[src/rtl/sio_pkg.sv]
package sio_pkg;

    // Control field, MSB first: loop, rx_clr, tx_clr, mcen, trig[1:0]
    typedef struct packed {
        logic       loop;
        logic       rx_clr;
        logic       tx_clr;
        logic       mcen;
        logic [1:0] trig;
    } sio_ctrl_t;

    localparam int CTRL_W = $bits(sio_ctrl_t);

endpackage

[src/rtl/sio_byte_fifo.sv]
module sio_byte_fifo #(
    parameter  int W     = 8,
    parameter  int DEPTH = 128,
    localparam int AW    = $clog2(DEPTH),
    localparam int CW    = $clog2(DEPTH + 1)
) (
    input  logic          clk,
    input  logic          rst_n,
    input  logic          flush,
    input  logic          push,
    input  logic [W-1:0]  wdata,
    input  logic          pop,
    output logic [W-1:0]  rdata,
    output logic [CW-1:0] count
);

    typedef struct packed {
        logic [AW-1:0] wr;
        logic [AW-1:0] rd;
        logic [CW-1:0] cnt;
    } fifo_st_t;

    fifo_st_t st_d, st_q;
    logic     push_ok;
    logic     pop_ok;
    logic [W-1:0] mem [DEPTH];

    function automatic logic [AW-1:0] ptr_inc(input logic [AW-1:0] p);
        return (p == AW'(DEPTH - 1)) ? '0 : p + AW'(1);
    endfunction

    always_comb begin
        st_d    = st_q;
        push_ok = push && !flush && (st_q.cnt != CW'(DEPTH));
        pop_ok  = pop  && !flush && (st_q.cnt != '0);
        if (flush) begin
            st_d = '0;
        end else begin
            if (push_ok) st_d.wr = ptr_inc(st_q.wr);
            if (pop_ok)  st_d.rd = ptr_inc(st_q.rd);
            case ({push_ok, pop_ok})
                2'b10:   st_d.cnt = st_q.cnt + CW'(1);
                2'b01:   st_d.cnt = st_q.cnt - CW'(1);
                default: st_d.cnt = st_q.cnt;
            endcase
        end
    end

    always_ff @(posedge clk or negedge rst_n) begin
        if (!rst_n) st_q <= '0;
        else        st_q <= st_d;
    end

    always_ff @(posedge clk) begin
        if (push_ok) mem[st_q.wr] <= wdata;
    end

    assign rdata = mem[st_q.rd];
    assign count = st_q.cnt;

endmodule

[src/rtl/sio_tx_level.sv]
module sio_tx_level #(
    parameter  int DEPTH = 128,
    localparam int CW    = $clog2(DEPTH + 1)
) (
    input  logic [CW-1:0] count,
    input  logic [1:0]    code,
    output logic          low
);

    localparam int LVL_HALF    = DEPTH / 2;
    localparam int LVL_QUARTER = DEPTH / 4;
    localparam int LVL_NEAR    = 4;

    logic [CW-1:0] level;

    always_comb begin
        case (code)
            2'b00:   level = CW'(LVL_HALF);
            2'b01:   level = CW'(LVL_QUARTER);
            2'b10:   level = CW'(LVL_NEAR);
            default: level = '0;
        endcase
        low = (count <= level);
    end

endmodule

[src/rtl/sio_line_mux.sv]
module sio_line_mux (
    input  logic loop,
    input  logic mcen,
    input  logic ser_txd,
    input  logic pin_rxd,
    input  logic ser_rts_n,
    input  logic pin_cts_n,
    output logic pin_txd,
    output logic ser_rxd,
    output logic pin_rts_n,
    output logic cts_ok
);

    logic rts_int_n;
    logic cts_src_n;

    always_comb begin
        rts_int_n = mcen ? ser_rts_n : 1'b0;
        cts_src_n = loop ? rts_int_n : pin_cts_n;
        cts_ok    = !mcen || !cts_src_n;
        pin_rts_n = rts_int_n;
        pin_txd   = loop ? 1'b1 : ser_txd;
        ser_rxd   = loop ? ser_txd : pin_rxd;
    end

endmodule

[src/rtl/sio_fifo_ctrl.sv]
module sio_fifo_ctrl
    import sio_pkg::*;
#(
    parameter  int TX_DEPTH = 128,
    parameter  int RX_DEPTH = 16,
    parameter  int DW       = 8,
    localparam int TX_CW    = $clog2(TX_DEPTH + 1),
    localparam int RX_CW    = $clog2(RX_DEPTH + 1)
) (
    input  logic             clk,
    input  logic             rst_n,
    input  logic             cfg_we,
    input  logic [5:0]       cfg_wdata,
    input  logic             tx_push,
    input  logic [DW-1:0]    tx_wdata,
    output logic [TX_CW-1:0] tx_count,
    output logic             tx_low_flag,
    input  logic             ser_tx_ready,
    output logic             ser_tx_valid,
    output logic [DW-1:0]    ser_tx_byte,
    input  logic             ser_txd,
    output logic             ser_rxd,
    input  logic             ser_rts_n,
    input  logic             rx_push,
    input  logic [DW-1:0]    rx_wdata,
    input  logic             rx_pop,
    output logic [DW-1:0]    rx_rdata,
    output logic [RX_CW-1:0] rx_count,
    output logic             pin_txd,
    input  logic             pin_rxd,
    output logic             pin_rts_n,
    input  logic             pin_cts_n
);

    sio_ctrl_t ctrl_d, ctrl_q;
    logic      tx_flush;
    logic      rx_flush;
    logic      tx_pop;
    logic      cts_ok;
    logic      mcen_q;
    logic      loop_q;
    logic      txclr_q;

    always_comb begin
        ctrl_d = ctrl_q;
        if (cfg_we) ctrl_d = sio_ctrl_t'(cfg_wdata[CTRL_W-1:0]);
    end

    always_ff @(posedge clk or negedge rst_n) begin
        if (!rst_n) ctrl_q <= '0;
        else        ctrl_q <= ctrl_d;
    end

    assign mcen_q   = ctrl_q.mcen;
    assign loop_q   = ctrl_q.loop;
    assign txclr_q  = ctrl_q.tx_clr;
    assign tx_flush = ctrl_d.tx_clr;
    assign rx_flush = ctrl_d.rx_clr;

    assign ser_tx_valid = (tx_count != '0) && cts_ok && !tx_flush;
    assign tx_pop       = ser_tx_valid && ser_tx_ready;

    sio_byte_fifo #(.W(DW), .DEPTH(TX_DEPTH)) u_tx_fifo (
        .clk   (clk),
        .rst_n (rst_n),
        .flush (tx_flush),
        .push  (tx_push),
        .wdata (tx_wdata),
        .pop   (tx_pop),
        .rdata (ser_tx_byte),
        .count (tx_count)
    );

    sio_byte_fifo #(.W(DW), .DEPTH(RX_DEPTH)) u_rx_fifo (
        .clk   (clk),
        .rst_n (rst_n),
        .flush (rx_flush),
        .push  (rx_push),
        .wdata (rx_wdata),
        .pop   (rx_pop),
        .rdata (rx_rdata),
        .count (rx_count)
    );

    sio_tx_level #(.DEPTH(TX_DEPTH)) u_level (
        .count (tx_count),
        .code  (ctrl_q.trig),
        .low   (tx_low_flag)
    );

    sio_line_mux u_lines (
        .loop      (ctrl_q.loop),
        .mcen      (ctrl_q.mcen),
        .ser_txd   (ser_txd),
        .pin_rxd   (pin_rxd),
        .ser_rts_n (ser_rts_n),
        .pin_cts_n (pin_cts_n),
        .pin_txd   (pin_txd),
        .ser_rxd   (ser_rxd),
        .pin_rts_n (pin_rts_n),
        .cts_ok    (cts_ok)
    );

endmodule

[config.mk]
export PLATFORM = sky130hd
export DESIGN_NAME = sio_fifo_ctrl
export DESIGN_NICKNAME = d
export VERILOG_FILES = /design/src/rtl/sio_pkg.sv /design/src/rtl/sio_byte_fifo.sv /design/src/rtl/sio_tx_level.sv /design/src/rtl/sio_line_mux.sv /design/src/rtl/sio_fifo_ctrl.sv
export SDC_FILE = /design/constraint.sdc
export NUM_CORES = 1
export LEC_CHECK = 0
export BUFFER_PORTS_ARGS = -buffer_cell sky130_fd_sc_hd__buf_2
export CAP_MARGIN = 10
export CORE_ASPECT_RATIO = 1.2
export CORE_MARGIN = 2
export CORE_UTILIZATION = 35
export CTS_BUF_LIST = sky130_fd_sc_hd__clkbuf_8 sky130_fd_sc_hd__clkbuf_16
export DETAILED_ROUTE_END_ITERATION = 8
export GPL_TIMING_DRIVEN = 0
export HOLD_SLACK_MARGIN = 0.05
export MAX_ROUTING_LAYER = met4
export SLEW_MARGIN = 20
export SYNTH_ARGS = -nofsm -noshare
export SYNTH_HDL_FRONTEND = slang
export SYNTH_SLANG_ARGS = --single-unit
[constraint.sdc]
create_clock -name clk -period 5 [get_ports clk]
set_input_delay 0.5 -clock clk [delete_from_list [all_inputs] [get_ports clk]]
set_output_delay 0.5 -clock clk [all_outputs]
set_load 0.01 [all_outputs]
==> results by group, run 1 <==
Yosys
  – Synth cell count leaders: 1,152 x edfxtp_1, 280 x mux4_2, 185 x nor2_1, 87 x mux2i_1, 63 x nand2_1
  – Synth area leader: edfxtp_1
  – Yosys top cell area share: 73.3%
  – Syn Area/Cell: 20.4 um2
  – Synth warn: 0
  – Mapped Cells: 2,318
  – Register area share after synthesis: 75.5%
  – Post-synth EDFFs: 1,152
  – Top_reg_cell synth: edfxtp_1
  – Mapped Nets: 2,372
  – Ys async rst share: 3.44%
  – Count leader, synth: edfxtp_1
  – Cell variety after synth: 60
  – Seq cells post-synth: 1,193
  – Area contributors post-synth: edfxtp_1 73%, mux4_2 13%, dfrtp_1 2.2%
  – Synthesized cell area: 47,200 um2

Die
  – Core ar.: 134,000 um2
  – Die height: 406 um
  – FP Rows: 147
  – Initial core utilization: 35.2%
  – Die ar.: 138,000 um2
  – Die Wd: 339 um
  – Io pins: 67

Critical path
  – Critical-path cell list: buf_2 > buf_2 > buf_1 > mux4_2 > a221oi_1 > o22ai_1 > o32a_1 > buf_2
  – Most used cell, CP: buf_2
  – Critical path peak fanout: 10
  – Critical path class: flop to primary output
  – Critical path buffers and inverters: 4
  – Critical path data arrival time: 4.37 ns
  – CP delay by family, top: buffers and inverters
  – Reg2Reg Depth: 10
  – Worst setup EP type: primary output
  – Max incr delay on CP: 0.72 ns
  – Crit path depth: 8
  – Critical Path Start Type: flop
  – Slowest CP cell: buf_1
  – CP required: 4.50 ns

Timing
  – Setup tns final: 0 ns
  – Min Tclk post-route: 4.87 ns
  – Fmax: 205 MHz
  – Worst-Margin Slew: 1.11 ns
  – Setup Skew: 0.0272 ns
  – Headroom to the max-slew limit: 26.3%
  – Final Hold Fails: 0
  – Setup violators final: 0
  – RSZ-0062 raised after global routing: no
  – Slew Limit Fails: 0
  – Tcrit/Tclk final: 97.5%

Global route
  – Initial antenna violation count: 1
  – First-pass GRT wire length: 166 mm
  – Largest net degree at the start of global routing: 101
  – Total grt overflow: 0
  – Gr usage total: 16.9%
  – Vias in the first global route: 24,463

Power and ir drop
  – Max IR drop VDD: 284 uV
  – Total leakage power: 16.7 nW
  – P per Cell Area: 421 nW/um2

Route
  – DRT antenna net count: 0
  – Vias per cell: 5.34
  – Metal-1 WL: 45.6 mm
  – Final wirelength: 114 mm
  – Initial detailed-routing violation count: 2,246
  – Uppermost layer routed: met4
  – Met3 wire len: 8.12 mm
  – WL met2: 57.1 mm
  – Pre-antenna DRT Iters: 5
  – Drt wl/cell: 25.8 um
  – DRC: 0
  – Via count: 23,553

Final layout
  – Share of layout cells above drive strength 1: 23.3%
  – # nets final: 2,571
  – Area growth syn-to-layout: 14.2%
  – ANT cells: 0
  – Final core utilization: 40.2%

Placed design
  – Final Wtd Congestion: 0.895
  – # port buffers: 65
  – Detail Placement HPWL: 75.1 mm

Flow run
  – Max_cap viols: 0

Clock tree
  – Clock slew at reported path FFs: 0.07 ns
  – Longest Clk Path Bufs: 3
  – # Post-CTS Setup Buffers: 0
  – CTS tree: done
  – H-tree depth: 3
  – Num Clock Sinks: 1,193
  – Num CTS Buffers: 119
  – Root Buffer: clkbuf_16
  – Clk_lat worst skew: 0.71 ns

Hold path
  – Min-Delay Path Class: primary input to flop
  – Worst hold stages: 3

Outcome
  – Outcome: finished clean
tightest hold or removal path: stages:
cell and delay [ns]:
buf_2 0.17, nand2_1 0.07, o21ai_0 0.07
state kept, by name (all words and copies together) (netlist names):
register	cells
u_tx_fifo.mem	1024
u_rx_fifo.mem	128
u_rx_fifo.st_q	8
loop_q	1
mcen_q	1
u_tx_fifo.st_q	14
u_tx_fifo.count	8
u_rx_fifo.count	5
ctrl_q	3
txclr_q	1
worst paths after layout:
| path | start | endpoint | slack, ns |
|---|---|---|---|
| min | cfg_we | mcen_q$_DFFE_PN0P_ | 0.15 |
| max | u_tx_fifo.st_q[10]$_DFFE_PN0P_ | ser_tx_byte[5] | 0.13 |
| min reg2reg | ctrl_q[1]$_DFFE_PN0P_ | ctrl_q[1]$_DFFE_PN0P_ | 0.56 |
| max reg2reg | u_tx_fifo.count[1]$_DFFE_PN0P_ | u_tx_fifo.count[7]$_DFFE_PN0P_ | 0.94 |
| min in group asynchronous | rst_n | loop_q$_DFFE_PN0P_ | 0.35 |
| max in group asynchronous | rst_n | u_tx_fifo.st_q[15]$_DFFE_PN0P_ | 4.19 |
cell type report:
| cell class | count | area (um2) |
|---|---|---|
| clock inverters | 101 | 746 |
| flip-flops and latches | 1193 | 35600 |
| fillers | 11935 | 80000 |
| repair buffers | 78 | 648 |
| clock buffers | 122 | 3020 |
| well taps | 1788 | 2240 |
| plain buffers | 140 | 749 |
| inverters | 22 | 82.6 |
| multi-input cells | 963 | 10800 |
layer usage:
| layer | up-vias | GRT usage (%) |
|---|---|---|
| li1 | 9989 | - |
| met1 | 12475 | 21.0 |
| met2 | 903 | 28.2 |
| met3 | 186 | 3.28 |
| met4 | 0 | 4.98 |
| met5 | - | - |
power by group:
group / switching [mW] / total, mW / internal, mW
Sequential: 0.0913 / 11.1 / 11.0
Clock: 3.77 / 8.60 / 4.83
Combinational: 1.64 / 2.96 / 1.32
Total: 5.50 / 22.7 / 17.2
through the flow:
step | worst slack [ns] | std cells | instance area [um2] | hold slack [ns] | total power [mW]
floorplan | 1.84 | 2318 | 47200 | 0.204 | 13.3
global placement | 0.487 | 4171 | 49800 | 0.550 | 14.3
detailed placement | 0.747 | 4179 | 50100 | 0.560 | 14.3
CTS | 0.0132 | 4407 | 53900 | 0.110 | 22.9
global route | 0.0726 | 4407 | 53900 | 0.149 | 23.4
finish | 0.126 | 4407 | 53900 | 0.152 | 22.7
placed cells by master (no fill, tap or decap), types with 8 or more instances in the layout:
cell / n
a221oi_1: 33
inv_1: 53
buf_2: 83
mux2_2: 9
o41ai_1: 9
a22o_1: 32
edfxtp_1: 1152
o32a_1: 8
o22ai_1: 40
buf_4: 21
nor2b_1: 12
bufinv_16: 9
nor3_1: 25
buf_1: 18
clkinv_1: 26
a21oi_1: 28
dfrtp_1: 41
o21ai_0: 9
clkinv_2: 20
buf_6: 23
mux2i_1: 87
nand2b_1: 11
clkbuf_16: 119
nor2_1: 185
mux4_2: 280
ha_1: 19
clkbuf_1: 58
nand2_1: 63
buf_16: 8
nand3_1: 20
a32o_1: 8
timing repair:
| action | 4_1_cts | 5_1_grt |
|---|---|---|
| pin swaps | 0 | 0 |
| hold buffers | 5 | 0 |
| endpoints found under the hold margin | 45 | 0 |
| gates resized for setup | 1 | 2 |
| endpoints found under the setup margin | 2 | 1 |
kinds of logic (layout without fill, tap and decap cells):
group,after synthesis,after routing,share of synthesized area [%]
muxes,377,377,15.5
xor gates and xnor gates,14,14,0.276
buffers and inverters,162,463,1.76
DFF,1193,1193,75.5
adders and majority gates,21,21,0.589
and+or+nand+nor,359,359,3.38
AOI/OAI and AO/OA,192,192,3.06
(Power assumes the default switching activity.)
==> inputs of run 2 (changes only) <==
--- a/config.mk
+++ b/config.mk
@@ -7,8 +7,8 @@
 export LEC_CHECK = 0
 export BUFFER_PORTS_ARGS = -buffer_cell sky130_fd_sc_hd__buf_2
 export CAP_MARGIN = 10
-export CORE_ASPECT_RATIO = 1.2
-export CORE_MARGIN = 2
+export CORE_ASPECT_RATIO = 0.8
+export CORE_MARGIN = 1
 export CORE_UTILIZATION = 35
 export CTS_BUF_LIST = sky130_fd_sc_hd__clkbuf_8 sky130_fd_sc_hd__clkbuf_16
 export DETAILED_ROUTE_END_ITERATION = 8
==> results by group, run 2 (synthesis results as in run 1) <==
Clock tree
  – H-tree depth: 3
  – Num Clock Sinks: 1,193
  – # Post-CTS Setup Buffers: 0
  – Root Buffer: clkbuf_16
  – CTS tree: done
  – Clk_lat worst skew: 0.74 ns
  – Clock slew at reported path FFs: 0.07 ns
  – Num CTS Buffers: 116
  – Longest Clk Path Bufs: 3

Placed design
  – Placed cells: 4,160
  – Final Wtd Congestion: 0.902
  – # port buffers: 65
  – Detail Placement HPWL: 76.0 mm

Route
  – Vias per cell: 5.40
  – DRC: 0
  – Initial detailed-routing violation count: 2,912
  – Via count: 23,659
  – Pre-antenna DRT Iters: 6
  – Drt wl/cell: 25.9 um
  – Final wirelength: 114 mm
  – DRT antenna net count: 0

Timing
  – Setup Skew: 0.0418 ns
  – Setup tns final: 0 ns
  – Fmax: 203 MHz
  – RSZ-0062 raised after global routing: no
  – Headroom to the max-slew limit: 21.3%
  – Slew Limit Fails: 0
  – Worst-Margin Slew: 1.18 ns
  – Final Hold Fails: 0
  – Tcrit/Tclk final: 98.4%
  – Min Tclk post-route: 4.92 ns
  – Setup violators final: 0

Final layout
  – Reg with most FFs: u_tx_fifo.mem
  – Filler cells: 11,593
  – Max reg flops: 1,024
  – Share of layout cells above drive strength 1: 23.6%
  – Final non-filler cell total: 4,383
  – Final core utilization: 40.3%
  – Most frequent cells in the layout: 1,152 x edfxtp_1, 280 x mux4_2, 185 x nor2_1
  – Commonest non-fill, non-tap cell in the layout: edfxtp_1
  – # nets final: 2,569
  – Top Registers: u_tx_fifo.mem x1024, u_rx_fifo.mem x128, u_tx_fifo.st_q x14
  – ANT cells: 0
  – Area growth syn-to-layout: 14.2%

Global route
  – Gr usage total: 17.2%
  – Total grt overflow: 0
  – Initial antenna violation count: 4
  – First-pass GRT wire length: 165 mm
  – Largest net degree at the start of global routing: 89
  – Vias in the first global route: 23,980

Die
  – Die height: 330 um
  – Core ar.: 134,000 um2
  – Initial core utilization: 35.3%
  – Die Wd: 413 um
  – Io pins: 67
  – Die ar.: 136,000 um2
  – FP Rows: 120

Power and ir drop
  – Total leakage power: 16.7 nW
  – Max IR drop VDD: 287 uV
  – P per Cell Area: 424 nW/um2
  – Tot Pwr: 22.9 mW

Flow run
  – Max_cap viols: 0

Outcome
  – Outcome: finished clean

Hold path
  – Min-Delay Path Class: primary input to flop

Critical path
  – Critical path class: flop to primary output
  – Critical Path Start Type: flop
  – CP required: 4.50 ns
  – Critical path peak fanout: 10
  – Critical path data arrival time: 4.42 ns
  – Worst setup EP type: primary output
[run 2: per-layer routing]
metal	wire (um)	share of wire [%]	GRT usage [%]
met1	49100	43	24.1
met2	52400	46	25.8
met3	9580	8.4	3.53
met4	2620	2.3	4.33
met5	0	0	-
[run 2: critical path, cell delays in order, from the launching register on]
cell and delay (ns):
dfrtp_1 0.36, buf_2 0.37, buf_2 0.41, buf_1 0.71, mux4_2 0.44, a221oi_1 0.60
o22ai_1 0.28, o32a_1 0.30, buf_2 0.17
[run 2: final timing paths]
check                                          startpoint                        endpoint  slack [ns]  depth (start not counted)
setup / recovery           u_tx_fifo.st_q[10]$_DFFE_PN0P_                  ser_tx_byte[3]        0.08                          8
hold / removal                                     cfg_we              mcen_q$_DFFE_PN0P_        0.13                          3
setup reg to reg           u_tx_fifo.count[1]$_DFFE_PN0P_  u_tx_fifo.count[7]$_DFFE_PN0P_        0.95                         10
hold reg to reg                     ctrl_q[1]$_DFFE_PN0P_           ctrl_q[1]$_DFFE_PN0P_        0.55                          1
max in group asynchronous                           rst_n  u_tx_fifo.st_q[17]$_DFFE_PN0P_        4.21                          2
min in group asynchronous                           rst_n   u_rx_fifo.st_q[9]$_DFFE_PN0P_        0.34                          2
[run 2: timing repair]
item,4_1_cts,5_1_grt
endpoints found under the setup margin,1,3
resized for setup,1,3
hold buffers,5,0
endpoints found under the hold margin,45,0
[run 2: final cells by class]
class / instances / area [um2] / area share (%)
Sequential cell: 1193 / 35600 / 66.1
Buffer: 140 / 749 / 1.39
Tap cell: 1769 / 2210 / 4.11
Inverter: 22 / 82.6 / 0.153
Clock buffer: 118 / 2950 / 5.48
Timing Repair Buffer: 79 / 659 / 1.22
Multi-Input combinational cell: 963 / 10800 / 20.0
Clock inverter: 99 / 852 / 1.58
[run 2: stage by stage]
stage,setup slack [ns],hold slack [ns],cell area [um2]
2_1_floorplan,1.84,0.204,47200
3_3_place_gp,0.491,0.530,49700
3_5_place_dp,0.797,0.538,50000
4_1_cts,0.0265,0.0761,53900
5_1_grt,0.0256,0.139,53900
6_report,0.0817,0.127,53900
[run 2: where the power goes]
group          switching, mW  internal [mW]  total [mW]
Sequential            0.0954           11.0        11.1
Clock                   3.78           4.91        8.69
Combinational           1.70           1.32        3.02
Total                   5.58           17.3        22.9
==> inputs of run 3 (changes only) <==
--- a/config.mk
+++ b/config.mk
@@ -7,7 +7,7 @@
 export LEC_CHECK = 0
 export BUFFER_PORTS_ARGS = -buffer_cell sky130_fd_sc_hd__buf_2
 export CAP_MARGIN = 10
-export CORE_ASPECT_RATIO = 0.8
+export CORE_ASPECT_RATIO = 2
 export CORE_MARGIN = 1
 export CORE_UTILIZATION = 35
 export CTS_BUF_LIST = sky130_fd_sc_hd__clkbuf_8 sky130_fd_sc_hd__clkbuf_16
==> results by group, run 3 (synthesis results as in run 1) <==
Die
  – Die height: 521 um
  – Die Wd: 262 um
  – Die ar.: 136,000 um2
  – Io pins: 67
  – Core ar.: 134,000 um2
  – Initial core utilization: 35.3%
  – FP Rows: 190

Final layout
  – Share of layout cells above drive strength 1: 23.6%
  – Final core utilization: 40.0%
  – Top Registers: u_tx_fifo.mem x1024, u_rx_fifo.mem x128, u_tx_fifo.st_q x14
  – Reg with most FFs: u_tx_fifo.mem
  – Max reg flops: 1,024
  – Filler cells: 11,777
  – Most frequent cells in the layout: 1,152 x edfxtp_1, 280 x mux4_2, 184 x nor2_1
  – Area growth syn-to-layout: 13.6%
  – # nets final: 2,550
  – Commonest non-fill, non-tap cell in the layout: edfxtp_1

Route
  – Initial detailed-routing violation count: 1,847
  – Pre-antenna DRT Iters: 5
  – Final wirelength: 122 mm
  – Vias per cell: 5.38
  – DRC: 0
  – Drt wl/cell: 28.4 um
  – DRT antenna net count: 0
  – Via count: 23,203

Timing
  – Final setup margin: 0.0781 ns
  – Fmax: 203 MHz
  – Slew Limit Fails: 0
  – Worst-Margin Slew: 1.20 ns
  – Final Hold Fails: 0
  – Tcrit/Tclk final: 98.4%
  – Min Tclk post-route: 4.92 ns
  – Setup tns final: 0 ns
  – Setup Skew: 0.0566 ns
  – RSZ-0062 raised after global routing: no
  – Headroom to the max-slew limit: 20.2%
  – Setup violators final: 0

Power and ir drop
  – P_sw: 5.51 mW
  – Max IR drop VDD: 272 uV
  – Reg power frac: 49.3%
  – Switching share of power: 24.4%
  – Internal power: 17.1 mW
  – P per Cell Area: 421 nW/um2
  – Gate power share: 13.3%
  – Power share of the clock group: 37.4%
  – Total leakage power: 16.5 nW

Placed design
  – # port buffers: 65
  – Detail Placement HPWL: 86.2 mm
  – Pre-CTS WS: 0.351 ns
  – Final Wtd Congestion: 0.956

Critical path
  – Worst r2r src: u_tx_fifo.count[1]$_DFFE_PN0P_
  – Critical path class: flop to primary output
  – Worst setup EP type: primary output
  – Critical path data arrival time: 4.42 ns
  – Flop2flop setup slack: 1.00 ns
  – CP required: 4.50 ns
  – Critical path peak fanout: 10
  – Crit path from: u_tx_fifo.st_q[10]$_DFFE_PN0P_
  – Critical Path Start Type: flop

Global route
  – First-pass GRT wire length: 175 mm
  – Largest net degree at the start of global routing: 97
  – Vias in the first global route: 25,234
  – Gr usage total: 18.7%
  – Initial antenna violation count: 2
  – Total grt overflow: 0

Clock tree
  – Num CTS Buffers: 100
  – CTS tree: done
  – H-tree depth: 3
  – Num Clock Sinks: 1,193
  – Clock slew at reported path FFs: 0.07 ns
  – Clk_lat worst skew: 0.75 ns
  – Root Buffer: clkbuf_16
  – Longest Clk Path Bufs: 3

Hold path
  – HP Start: tx_wdata[4]
  – Min-Delay Path Class: primary input to flop

Flow run
  – Max_cap viols: 0

Outcome
  – Outcome: finished clean
[run 3: path summary, 6_finish.rpt]
| kind | to | cells after the start |
|---|---|---|
| setup / recovery | ser_tx_byte[2] | 8 |
| hold / removal | u_tx_fifo.mem[13][4]$_DFFE_PP_ | 1 |
| setup reg to reg | u_tx_fifo.count[7]$_DFFE_PN0P_ | 10 |
| hold reg to reg | ctrl_q[1]$_DFFE_PN0P_ | 1 |
| max in group asynchronous | u_rx_fifo.st_q[10]$_DFFE_PN0P_ | 2 |
| min in group asynchronous | u_tx_fifo.count[5]$_DFFE_PN0P_ | 2 |
[run 3: timing repair]
action,CTS,global route
endpoints found under the hold margin,45,0
hold buffers,5,0
setup endpoints to repair,7,1
pin swaps,0,0
resized for setup,5,1
setup buffers,0,0
[run 3: per-layer routing]
layer,vias to the layer above,track usage (%),part of all wire (%)
met5,-,-,0
met4,0,13.1,8.0
met3,297,2.49,4.1
met2,747,34.3,56
met1,12268,17.6,32
li1,9891,-,-
[run 3: worst max-delay path, stage by stage, from the launching register on]
cell and delay (ns):
dfrtp_1 0.37, buf_2 0.37, buf_2 0.41, clkbuf_4 0.40, mux4_2 0.37, a221oi_1 0.68
o22ai_1 0.43, o32a_1 0.47, buf_2 0.17
[run 3: area by class of cell]
| class | count | area (um2) | share of cell area (%) |
|---|---|---|---|
| inverter | 22 | 82.6 | 0.154 |
| antenna | 1 | 2.50 | 0.00467 |
| clock buffer | 101 | 2530 | 4.72 |
| tap | 1728 | 2160 | 4.03 |
| sequential | 1193 | 35600 | 66.5 |
| buffer | 138 | 749 | 1.40 |
| timing repair buffer | 78 | 648 | 1.21 |
| clock inverter | 86 | 1010 | 1.89 |
| multi-input combinational | 963 | 10800 | 20.1 |
[run 3: power groups by stage]
stage	Sequential, mW	Combinational, mW	Clock, mW
after detailed placement	11.3	3.04	0
after global routing	11.1	3.19	8.90
after CTS	11.1	3.05	8.59
final	11.1	3.01	8.44
after floorplan	11.3	1.98	0
after global placement	11.4	2.94	0
[run 3: metrics by stage]
| stage | total power, mW | hold slack (ns) | area [um2] | std cells |
|---|---|---|---|---|
| final | 22.6 | 0.134 | 53600 | 4310 |
| after global routing | 23.2 | 0.124 | 53600 | 4310 |
| after CTS | 22.8 | 0.0845 | 53600 | 4309 |
| after detailed placement | 14.4 | 0.540 | 50000 | 4119 |
| after global placement | 14.3 | 0.540 | 49700 | 4111 |
| after floorplan | 13.3 | 0.204 | 47200 | 2318 |
